[src/rtl/arx_pkg.sv]
`timescale 1ns/1ps
package arx_pkg;

  typedef enum logic [2:0] {
    ERR_NONE  = 3'b000,
    ERR_SVC   = 3'b001,
    ERR_PAR   = 3'b010,
    ERR_LEN   = 3'b011,
    ERR_CHOVR = 3'b100,
    ERR_WIRE  = 3'b101
  } arx_err_e;

  // Highest applicable condition wins.
  function automatic arx_err_e err_pick(input logic wire_f, input logic chovr,
                                        input logic len_bad, input logic par_bad,
                                        input logic svc);
    if (wire_f)       return ERR_WIRE;
    else if (chovr)   return ERR_CHOVR;
    else if (len_bad) return ERR_LEN;
    else if (par_bad) return ERR_PAR;
    else if (svc)     return ERR_SVC;
    else              return ERR_NONE;
  endfunction

endpackage

[src/rtl/arx_tick_gen.sv]
`timescale 1ns/1ps
module arx_tick_gen #(
  parameter int HI_DIV = 2,
  parameter int LO_DIV = 8
) (
  input  logic clk,
  input  logic rst_n,
  input  logic fast,
  output logic tick
);
  localparam int MAXD  = (HI_DIV > LO_DIV) ? HI_DIV : LO_DIV;
  localparam int DIV_W = $clog2(MAXD + 1);

  logic [DIV_W-1:0] cnt_q, cnt_d;

  always_comb begin
    tick = (cnt_q == '0);
    if (tick) cnt_d = fast ? DIV_W'(HI_DIV - 1) : DIV_W'(LO_DIV - 1);
    else      cnt_d = cnt_q - DIV_W'(1);
  end

  always_ff @(posedge clk or negedge rst_n) begin
    if (!rst_n) cnt_q <= '0;
    else        cnt_q <= cnt_d;
  end
endmodule

[src/rtl/arx_spike_filter.sv]
`timescale 1ns/1ps
module arx_spike_filter #(
  parameter int FILT_LEN = 3
) (
  input  logic clk,
  input  logic rst_n,
  input  logic tick,
  input  logic raw,
  output logic clean
);
  localparam int CW = $clog2(FILT_LEN + 1);

  logic [CW-1:0] cnt_q, cnt_d;
  logic          out_q, out_d;

  always_comb begin
    cnt_d = cnt_q;
    out_d = out_q;
    if (tick) begin
      if (raw != out_q) begin
        if (cnt_q == CW'(FILT_LEN - 1)) begin
          out_d = raw;
          cnt_d = '0;
        end else begin
          cnt_d = cnt_q + CW'(1);
        end
      end else begin
        cnt_d = '0;
      end
    end
  end

  always_ff @(posedge clk or negedge rst_n) begin
    if (!rst_n) begin
      cnt_q <= '0;
      out_q <= 1'b0;
    end else begin
      cnt_q <= cnt_d;
      out_q <= out_d;
    end
  end

  assign clean = out_q;
endmodule

[src/rtl/arx_word_asm.sv]
`timescale 1ns/1ps
module arx_word_asm #(
  parameter int WORD_BITS = 32,
  parameter int GAP_TICKS = 48
) (
  input  logic                 clk,
  input  logic                 rst_n,
  input  logic                 tick,
  input  logic                 f_hi,
  input  logic                 f_lo,
  output logic                 done,
  output logic                 start,
  output logic [WORD_BITS-1:0] shreg,
  output logic                 len_ok,
  output logic                 par_odd,
  output logic                 fault
);
  localparam int CNT_W  = $clog2(WORD_BITS + 2);
  localparam int IDLE_W = $clog2(GAP_TICKS + 1);
  localparam logic [CNT_W-1:0] CNT_MAX = CNT_W'(WORD_BITS + 1);

  logic                 prev_hi_q, prev_hi_d, prev_lo_q, prev_lo_d;
  logic                 busy_q, busy_d;
  logic [CNT_W-1:0]     cnt_q, cnt_d;
  logic [IDLE_W-1:0]    idle_q, idle_d;
  logic [WORD_BITS-1:0] sh_q, sh_d;
  logic                 par_q, par_d;
  logic                 flt_q, flt_d;
  logic                 done_q, done_d;
  logic                 start_q, start_d;
  logic                 rise_hi, rise_lo;

  assign rise_hi = f_hi & ~prev_hi_q;
  assign rise_lo = f_lo & ~prev_lo_q;

  always_comb begin
    prev_hi_d = prev_hi_q;
    prev_lo_d = prev_lo_q;
    busy_d    = busy_q;
    cnt_d     = cnt_q;
    idle_d    = idle_q;
    sh_d      = sh_q;
    par_d     = par_q;
    flt_d     = flt_q;
    done_d    = 1'b0;
    start_d   = 1'b0;
    if (tick) begin
      prev_hi_d = f_hi;
      prev_lo_d = f_lo;
      if (f_hi | f_lo) begin
        idle_d = '0;
        if (!busy_q) begin
          busy_d  = 1'b1;
          start_d = 1'b1;
          cnt_d   = '0;
          par_d   = 1'b0;
          flt_d   = 1'b0;
          sh_d    = '0;
        end
        if (f_hi & f_lo) flt_d = 1'b1;
        if (rise_hi | rise_lo) begin
          sh_d  = {rise_hi, sh_d[WORD_BITS-1:1]};
          par_d = par_d ^ rise_hi;
          if (cnt_d != CNT_MAX) cnt_d = cnt_d + CNT_W'(1);
        end
      end else if (busy_q) begin
        if (idle_q == IDLE_W'(GAP_TICKS - 1)) begin
          busy_d = 1'b0;
          done_d = 1'b1;
          idle_d = '0;
        end else begin
          idle_d = idle_q + IDLE_W'(1);
        end
      end
    end
  end

  always_ff @(posedge clk or negedge rst_n) begin
    if (!rst_n) begin
      prev_hi_q <= 1'b0;
      prev_lo_q <= 1'b0;
      busy_q    <= 1'b0;
      cnt_q     <= '0;
      idle_q    <= '0;
      sh_q      <= '0;
      par_q     <= 1'b0;
      flt_q     <= 1'b0;
      done_q    <= 1'b0;
      start_q   <= 1'b0;
    end else begin
      prev_hi_q <= prev_hi_d;
      prev_lo_q <= prev_lo_d;
      busy_q    <= busy_d;
      cnt_q     <= cnt_d;
      idle_q    <= idle_d;
      sh_q      <= sh_d;
      par_q     <= par_d;
      flt_q     <= flt_d;
      done_q    <= done_d;
      start_q   <= start_d;
    end
  end

  assign done    = done_q;
  assign start   = start_q;
  assign shreg   = sh_q;
  assign len_ok  = (cnt_q == CNT_W'(WORD_BITS));
  assign par_odd = par_q;
  assign fault   = flt_q;
endmodule

[src/rtl/arx_rx_channel.sv]
`timescale 1ns/1ps
module arx_rx_channel
  import arx_pkg::*;
#(
  parameter int HI_DIV        = 2,
  parameter int LO_DIV        = 8,
  parameter int TICKS_PER_BIT = 16,
  parameter int GAP_BITS      = 3,
  parameter int FILT_LEN      = 3,
  parameter int WORD_BITS     = 32
) (
  input  logic                 clk,
  input  logic                 rst_n,
  input  logic                 cfg_we,
  input  logic                 cfg_fast,
  input  logic                 cfg_test,
  input  logic                 line_hi,
  input  logic                 line_lo,
  input  logic                 tst_hi,
  input  logic                 tst_lo,
  input  logic                 word_take,
  output logic                 word_valid,
  output logic [WORD_BITS-1:0] word_data,
  output logic [2:0]           word_code
);
  localparam int GAP_TICKS = GAP_BITS * TICKS_PER_BIT;
  localparam int LANES     = 2;

  // Reset: asserted asynchronously, released on a clock edge.
  logic rs_q1, rs_q2, rst_i_n;
  always_ff @(posedge clk or negedge rst_n) begin
    if (!rst_n) begin
      rs_q1 <= 1'b0;
      rs_q2 <= 1'b0;
    end else begin
      rs_q1 <= 1'b1;
      rs_q2 <= rs_q1;
    end
  end
  assign rst_i_n = rs_q2;

  // Configuration.
  logic fast_q, fast_d, test_q, test_d;
  always_comb begin
    fast_d = fast_q;
    test_d = test_q;
    if (cfg_we) begin
      fast_d = cfg_fast;
      test_d = cfg_test;
    end
  end
  always_ff @(posedge clk or negedge rst_i_n) begin
    if (!rst_i_n) begin
      fast_q <= 1'b0;
      test_q <= 1'b0;
    end else begin
      fast_q <= fast_d;
      test_q <= test_d;
    end
  end

  logic tick;
  arx_tick_gen #(.HI_DIV(HI_DIV), .LO_DIV(LO_DIV)) u_tick (
    .clk(clk), .rst_n(rst_i_n), .fast(fast_q), .tick(tick)
  );

  // Lane 0 = HI, lane 1 = LO.
  logic [LANES-1:0] lane_raw, sync1_q, sync2_q, lane_clean;
  assign lane_raw = test_q ? {tst_lo, tst_hi} : {line_lo, line_hi};

  for (genvar g = 0; g < LANES; g++) begin : g_lane
    always_ff @(posedge clk or negedge rst_i_n) begin
      if (!rst_i_n) begin
        sync1_q[g] <= 1'b0;
        sync2_q[g] <= 1'b0;
      end else begin
        sync1_q[g] <= lane_raw[g];
        sync2_q[g] <= sync1_q[g];
      end
    end
    arx_spike_filter #(.FILT_LEN(FILT_LEN)) u_filt (
      .clk(clk), .rst_n(rst_i_n), .tick(tick),
      .raw(sync2_q[g]), .clean(lane_clean[g])
    );
  end

  logic                 asm_done, asm_start, asm_len_ok, asm_par_odd, asm_fault;
  logic [WORD_BITS-1:0] asm_data;
  arx_word_asm #(.WORD_BITS(WORD_BITS), .GAP_TICKS(GAP_TICKS)) u_asm (
    .clk(clk), .rst_n(rst_i_n), .tick(tick),
    .f_hi(lane_clean[0]), .f_lo(lane_clean[1]),
    .done(asm_done), .start(asm_start), .shreg(asm_data),
    .len_ok(asm_len_ok), .par_odd(asm_par_odd), .fault(asm_fault)
  );

  // Hold register with error coding.
  logic                 hv_q, hv_d, pend_q, pend_d;
  logic [WORD_BITS-1:0] hd_q, hd_d;
  arx_err_e             hc_q, hc_d;
  logic                 chovr;

  assign chovr = hv_q & ~word_take;

  always_comb begin
    hv_d   = hv_q;
    hd_d   = hd_q;
    hc_d   = hc_q;
    pend_d = pend_q;
    if (asm_start) pend_d = hv_q & ~word_take;
    if (asm_done) begin
      hv_d   = 1'b1;
      hd_d   = asm_data;
      hc_d   = err_pick(asm_fault, chovr, ~asm_len_ok, ~asm_par_odd, pend_q);
      pend_d = 1'b0;
    end else if (word_take) begin
      hv_d = 1'b0;
    end
  end

  always_ff @(posedge clk or negedge rst_i_n) begin
    if (!rst_i_n) begin
      hv_q   <= 1'b0;
      hd_q   <= '0;
      hc_q   <= ERR_NONE;
      pend_q <= 1'b0;
    end else begin
      hv_q   <= hv_d;
      hd_q   <= hd_d;
      hc_q   <= hc_d;
      pend_q <= pend_d;
    end
  end

  assign word_valid = hv_q;
  assign word_data  = hd_q;
  assign word_code  = hc_q;
endmodule

[config.mk]
export PLATFORM = sky130hd
export DESIGN_NAME = arx_rx_channel
export DESIGN_NICKNAME = d
export VERILOG_FILES = /design/src/rtl/arx_pkg.sv /design/src/rtl/arx_tick_gen.sv /design/src/rtl/arx_spike_filter.sv /design/src/rtl/arx_word_asm.sv /design/src/rtl/arx_rx_channel.sv
export SDC_FILE = /design/constraint.sdc
export NUM_CORES = 1
export LEC_CHECK = 0
export ABC_AREA = 1
export ABC_CLOCK_PERIOD_IN_PS = 8150
export BUFFER_PORTS_ARGS = -buffer_cell sky130_fd_sc_hd__buf_2
export CORE_AREA = 3 3 101 141
export DETAILED_ROUTE_END_ITERATION = 8
export DIE_AREA = 0 0 104 144
export SYNTH_ARGS = -nofsm -noshare
export SYNTH_HDL_FRONTEND = slang
export SYNTH_SLANG_ARGS = --single-unit
[constraint.sdc]
create_clock -name clk -period 8.15 [get_ports clk]
set_clock_uncertainty 0.15 [all_clocks]
set_input_delay 1.2225 -clock clk [delete_from_list [all_inputs] [get_ports clk]]
set_output_delay 1.2225 -clock clk [all_outputs]
set_load 0.03 [all_outputs]
# == Yosys cells after proc, flatten, opt, wreduce, memory -nomap -nowiden ==
# Cells that the tools add are included.
# W data, S select, Z words.
# op_classes
n_addsub,5
eq_ne,9
n_mux,42
bitwise_logic,10
n_reduce_logical,10
# ops
cell,count
$mux W32,2
$mux W6,8
$mux W1,21
$mux W2,7
$add A6 B1 Y6 const B,2
$eq A6 B6 Y1 const B,2
$reduce_and A3 Y1,4
$mux W3,3
$ne A6 B6 Y1 const B,1
$reduce_bool A2 Y1,3
$add A2 B1 Y2 const B,2
$and A1 B1 Y1,4
$eq A2 B2 Y1 const B,2
$logic_not A4 Y1,1
$mux W4,1
$ne A2 B2 Y1 const B,2
$reduce_and A2 Y1,2
$sub A4 B1 Y4 const B,1
$not A1 Y1,3
$ne A1 B1 Y1,2
$or A1 B1 Y1,2
$xor A1 B1 Y1,1
# totals
ff_bits,106
in_bits,10
out_inout_bits,36
wordCells,104

# == Depth between registers and ports, before layout ==
# logic_depth
ltp_word,6
ltp_mapped,9
ltp_nobuf,9

# == Hierarchy ==
# From an unflattened synthesis, not the netlist that was laid out.
# unflattened
cells_unflattened,641
area_unflattened_um2,4944.7
# modules_own_cells
module,n_inst,cells_per_inst,area_per_inst_um2,seq_area_each_um2
arx_word_asm,1,384,2712.6,1276.2
arx_rx_channel,1,177,1696.6,1126.1
arx_spike_filter,2,27,166.4,75.1
arx_tick_gen,1,26,202.7,100.1

# == Worst setup path before layout ==
# Ideal clock, no wire load.
# synth_path
kind,flip-flop to output port
startpoint,"reg hc_q[0], in the netlist word_code[0]"
endpoint,out word_code[0]
t_arrival_ns,0.482
required_ns,6.778
slack_ns,6.295
path_stages_with_launch,1
path_cell_list,dfrtp_1
# synth_lines
item,line,text
"start, declared",arx_rx_channel.sv:99,"arx_err_e hc_q, hc_d;"
"start signal, assigned",arx_rx_channel.sv:124,hc_q <= ERR_NONE;
"start signal, assigned",arx_rx_channel.sv:129,hc_q <= hc_d;
"end, declared",arx_rx_channel.sv:24,output logic [2:0] word_code
# No word-level cell between the ends.

# == Worst setup path in the final report ==
# layout_path
startpoint,"reg hc_q[1], in the netlist word_code[1]"
endpoint,out word_code[1]
# No word-level cell between the ends.

==> flow_summary.toml <==
[logic_synthesis]
synth_top_area_share = 0.5518
syn_area_per_cell_um2 = 8.066
synth_nets = 609
synth_top_cell_by_area = "dfrtp_1"
yosys_warnings = 0
syn_area_mm2 = 0.004807
postSynthCellCount = 596
synth_cell_types = 30
synth_seq_cells = 106
synth.area.top_cells = "dfrtp_1, nand2_1, nand3_1, o21ai_0, inv_1"
ys_seq_area_frac = 0.5518

[timing]
timing.final.crit_period_ns = 2.393
rsz0062_at_grt = "false"
final.period_utilization = 0.2936
setup_viol_count_final = 0
fmax_mhz = 417.9
timing.setup.tns_ns = 0
hold_violations = 0
worst_slew_pin_slew_ns = 0.7743
slew_violations = 0
relSlewSlack = 0.4838

[outcome]
status = "complete, no violations"

[critical_path]
cp_num_buf_inv = 1
start_kind = "flip-flop"
cp_top_family = "flip-flops"
r2r_start = "u_asm.done"
cpMaxStageDelayCell = "dfrtp_1"
reg2regPathDepth = 5
rr_endpoint = "word_code[1]"
max_stage_delay_ns = 0.44
cp.arrival_ns = 1.02
crit_chain = "buf_2"
cp-end-kind = "output port"
path_class = "reg -> out"
cp_data_required_time_ns = 6.78
ff2ff_setup_slack_ns = 5.81
crit_fanout = 2

[global_route]
grt_max_degree = 62
grt_pass1_wl_um = 17440
track_usage = 0.1409
antenna_found_initial = 0
grt_overflow_total = 0
first_global_vias = 3830

[floorplan]
die-area_mm2 = 0.01498
core_area_mm2 = 0.01300
ios = 46
rows = 49
die_height_um = 144
die_w_um = 104
start_util = 0.3698

[clocking]
cts_buffers = 9
clk_latency_ns = 0.35
cts.path.max_buffers = 2
numClockSinks = 106
htree_levels = 3
cts_tree = "done"
holdBufCountCts = 0
clk_pin_slew_ns = 0.07
ctsRootBufferMaster = "clkbuf_16"
cts_resized = 0
cts_setup_buffers = 0

[finish]
drive_gt1_frac = 0.1278
syn_to_final_growth_pct = 12.65
final_common_cell = "nand2_1"
fill_cells = 1333
mostFrequentLayoutCells = "nand2_1, dfrtp_1, nand3_1, buf_2, inv_1"
fin_nets = 642
antennaDiodeCount = 0

[power]
p_per_area_mw_per_mm2 = 278.0
p_total_w = 0.001506
p_leak_nw = 2.976
ir_drop_mv = 0.1288

[route]
vias = 3802
wl_met1_um = 4025
avgRoutedWirePerCell_um = 11.93
wirelength_um = 9691
wl_met2_um = 5164
routed.top_layer = "met4"
drt_iter0_markers = 178
viasPerCell = 4.682
ant_nets = 0
wl_met3_um = 325
dr.pass1.iters = 4
remaining_drc_errors = 0

[placement]
io_buffer_count = 45
globalplace.congestion = 0.8021
dp_hpwl_um = 6527

[min_path]
hp-class = "reg -> async"

[run]
drv_cap = 0
==> synth_stat cells, drive strengths merged <==
library cell / count
conb: 1
nand3: 50
xor2: 1
nor3: 2
a21oi: 5
nand4: 4
o21ai: 47
clkbuf: 4
buf: 22
inv: 45
nor4: 1
ha: 3
dfrtp: 106
nor2: 22
o211ai: 2
nand2: 279
xnor2: 1
or2: 1
==> layout make-up <==
type                            count  area, um^2  area share
Tap cell                          178       222.7     0.04113
Clock buffer                       11       242.7     0.04482
Sequential cell                   106        2656      0.4905
Multi-Input combinational cell    419        1847      0.3410
Inverter                           45       168.9     0.03119
Clock inverter                      5       30.03    0.005545
Timing Repair Buffer               48       247.7     0.04575
==> state kept, by name, indices dropped and copies added (netlist names), 2 cells and up <==
| register | flops |
|---|---|
| sync2_q | 2 |
| u_asm.idle_q | 6 |
| u_asm.cnt_q | 6 |
| sync1_q | 2 |
| u_asm.shreg | 32 |
| word_code | 3 |
| g_lane.u_filt.cnt_q | 4 |
| u_tick.cnt_q | 4 |
| word_data | 32 |
| g_lane.u_filt.clean | 2 |
==> cells by family (layout without fill, tap and decap cells) <==
family | after synthesis | count (layout) | synth area share
compound gates | 54 | 54 | 0.06039
xor+xnor | 2 | 2 | 0.003645
fa+ha+maj | 3 | 3 | 0.007809
buf+inv | 71 | 109 | 0.06403
flops | 106 | 106 | 0.5518
other cells | 1 | 1 | 0.0007801
simple gates | 359 | 359 | 0.3116
==> where the power goes <==
part	internal (W)	total, W	switching (W)
Sequential	0.000599	0.000659	0.0000599
Combinational	0.000129	0.000445	0.000315
Clock	0.000214	0.000402	0.000188
==> metal layers <==
layer	up-vias	GRT usage
met4	0	0.05462
met5	-	0
met2	54	0.2628
met3	17	0.02769
met1	1791	0.1595
li1	1940	-
==> per-stage QoR <==
stage	worst slack, ns	instance area, um^2	util	hold WS (ns)	cells
after floorplan	4.829	4807	-	0.1812	596
after global placement	5.771	5142	0.3956	0.1821	796
after detailed placement	5.717	5142	0.3956	0.1864	796
after CTS	5.712	5415	0.4166	0.2021	812
after global routing	5.444	5415	0.4166	0.2070	812
final	5.757	5415	0.4166	0.1671	812
==> worst max-delay path by stage <==
stage	start	end	slack [ns]	cells after the start
4_1_cts	u_asm.done	word_code[1]	5.71	5
3_5_place_dp	u_asm.done	word_code[1]	5.72	5
6_report	word_code[1]	word_code[1]	5.76	1
5_1_grt	u_asm.done	word_code[1]	5.44	5
2_1_floorplan	rs_q2	fast_q	4.83	0
3_3_place_gp	u_asm.done	word_code[1]	5.77	5
No activity file was read; power rests on OpenSTA's default activity.
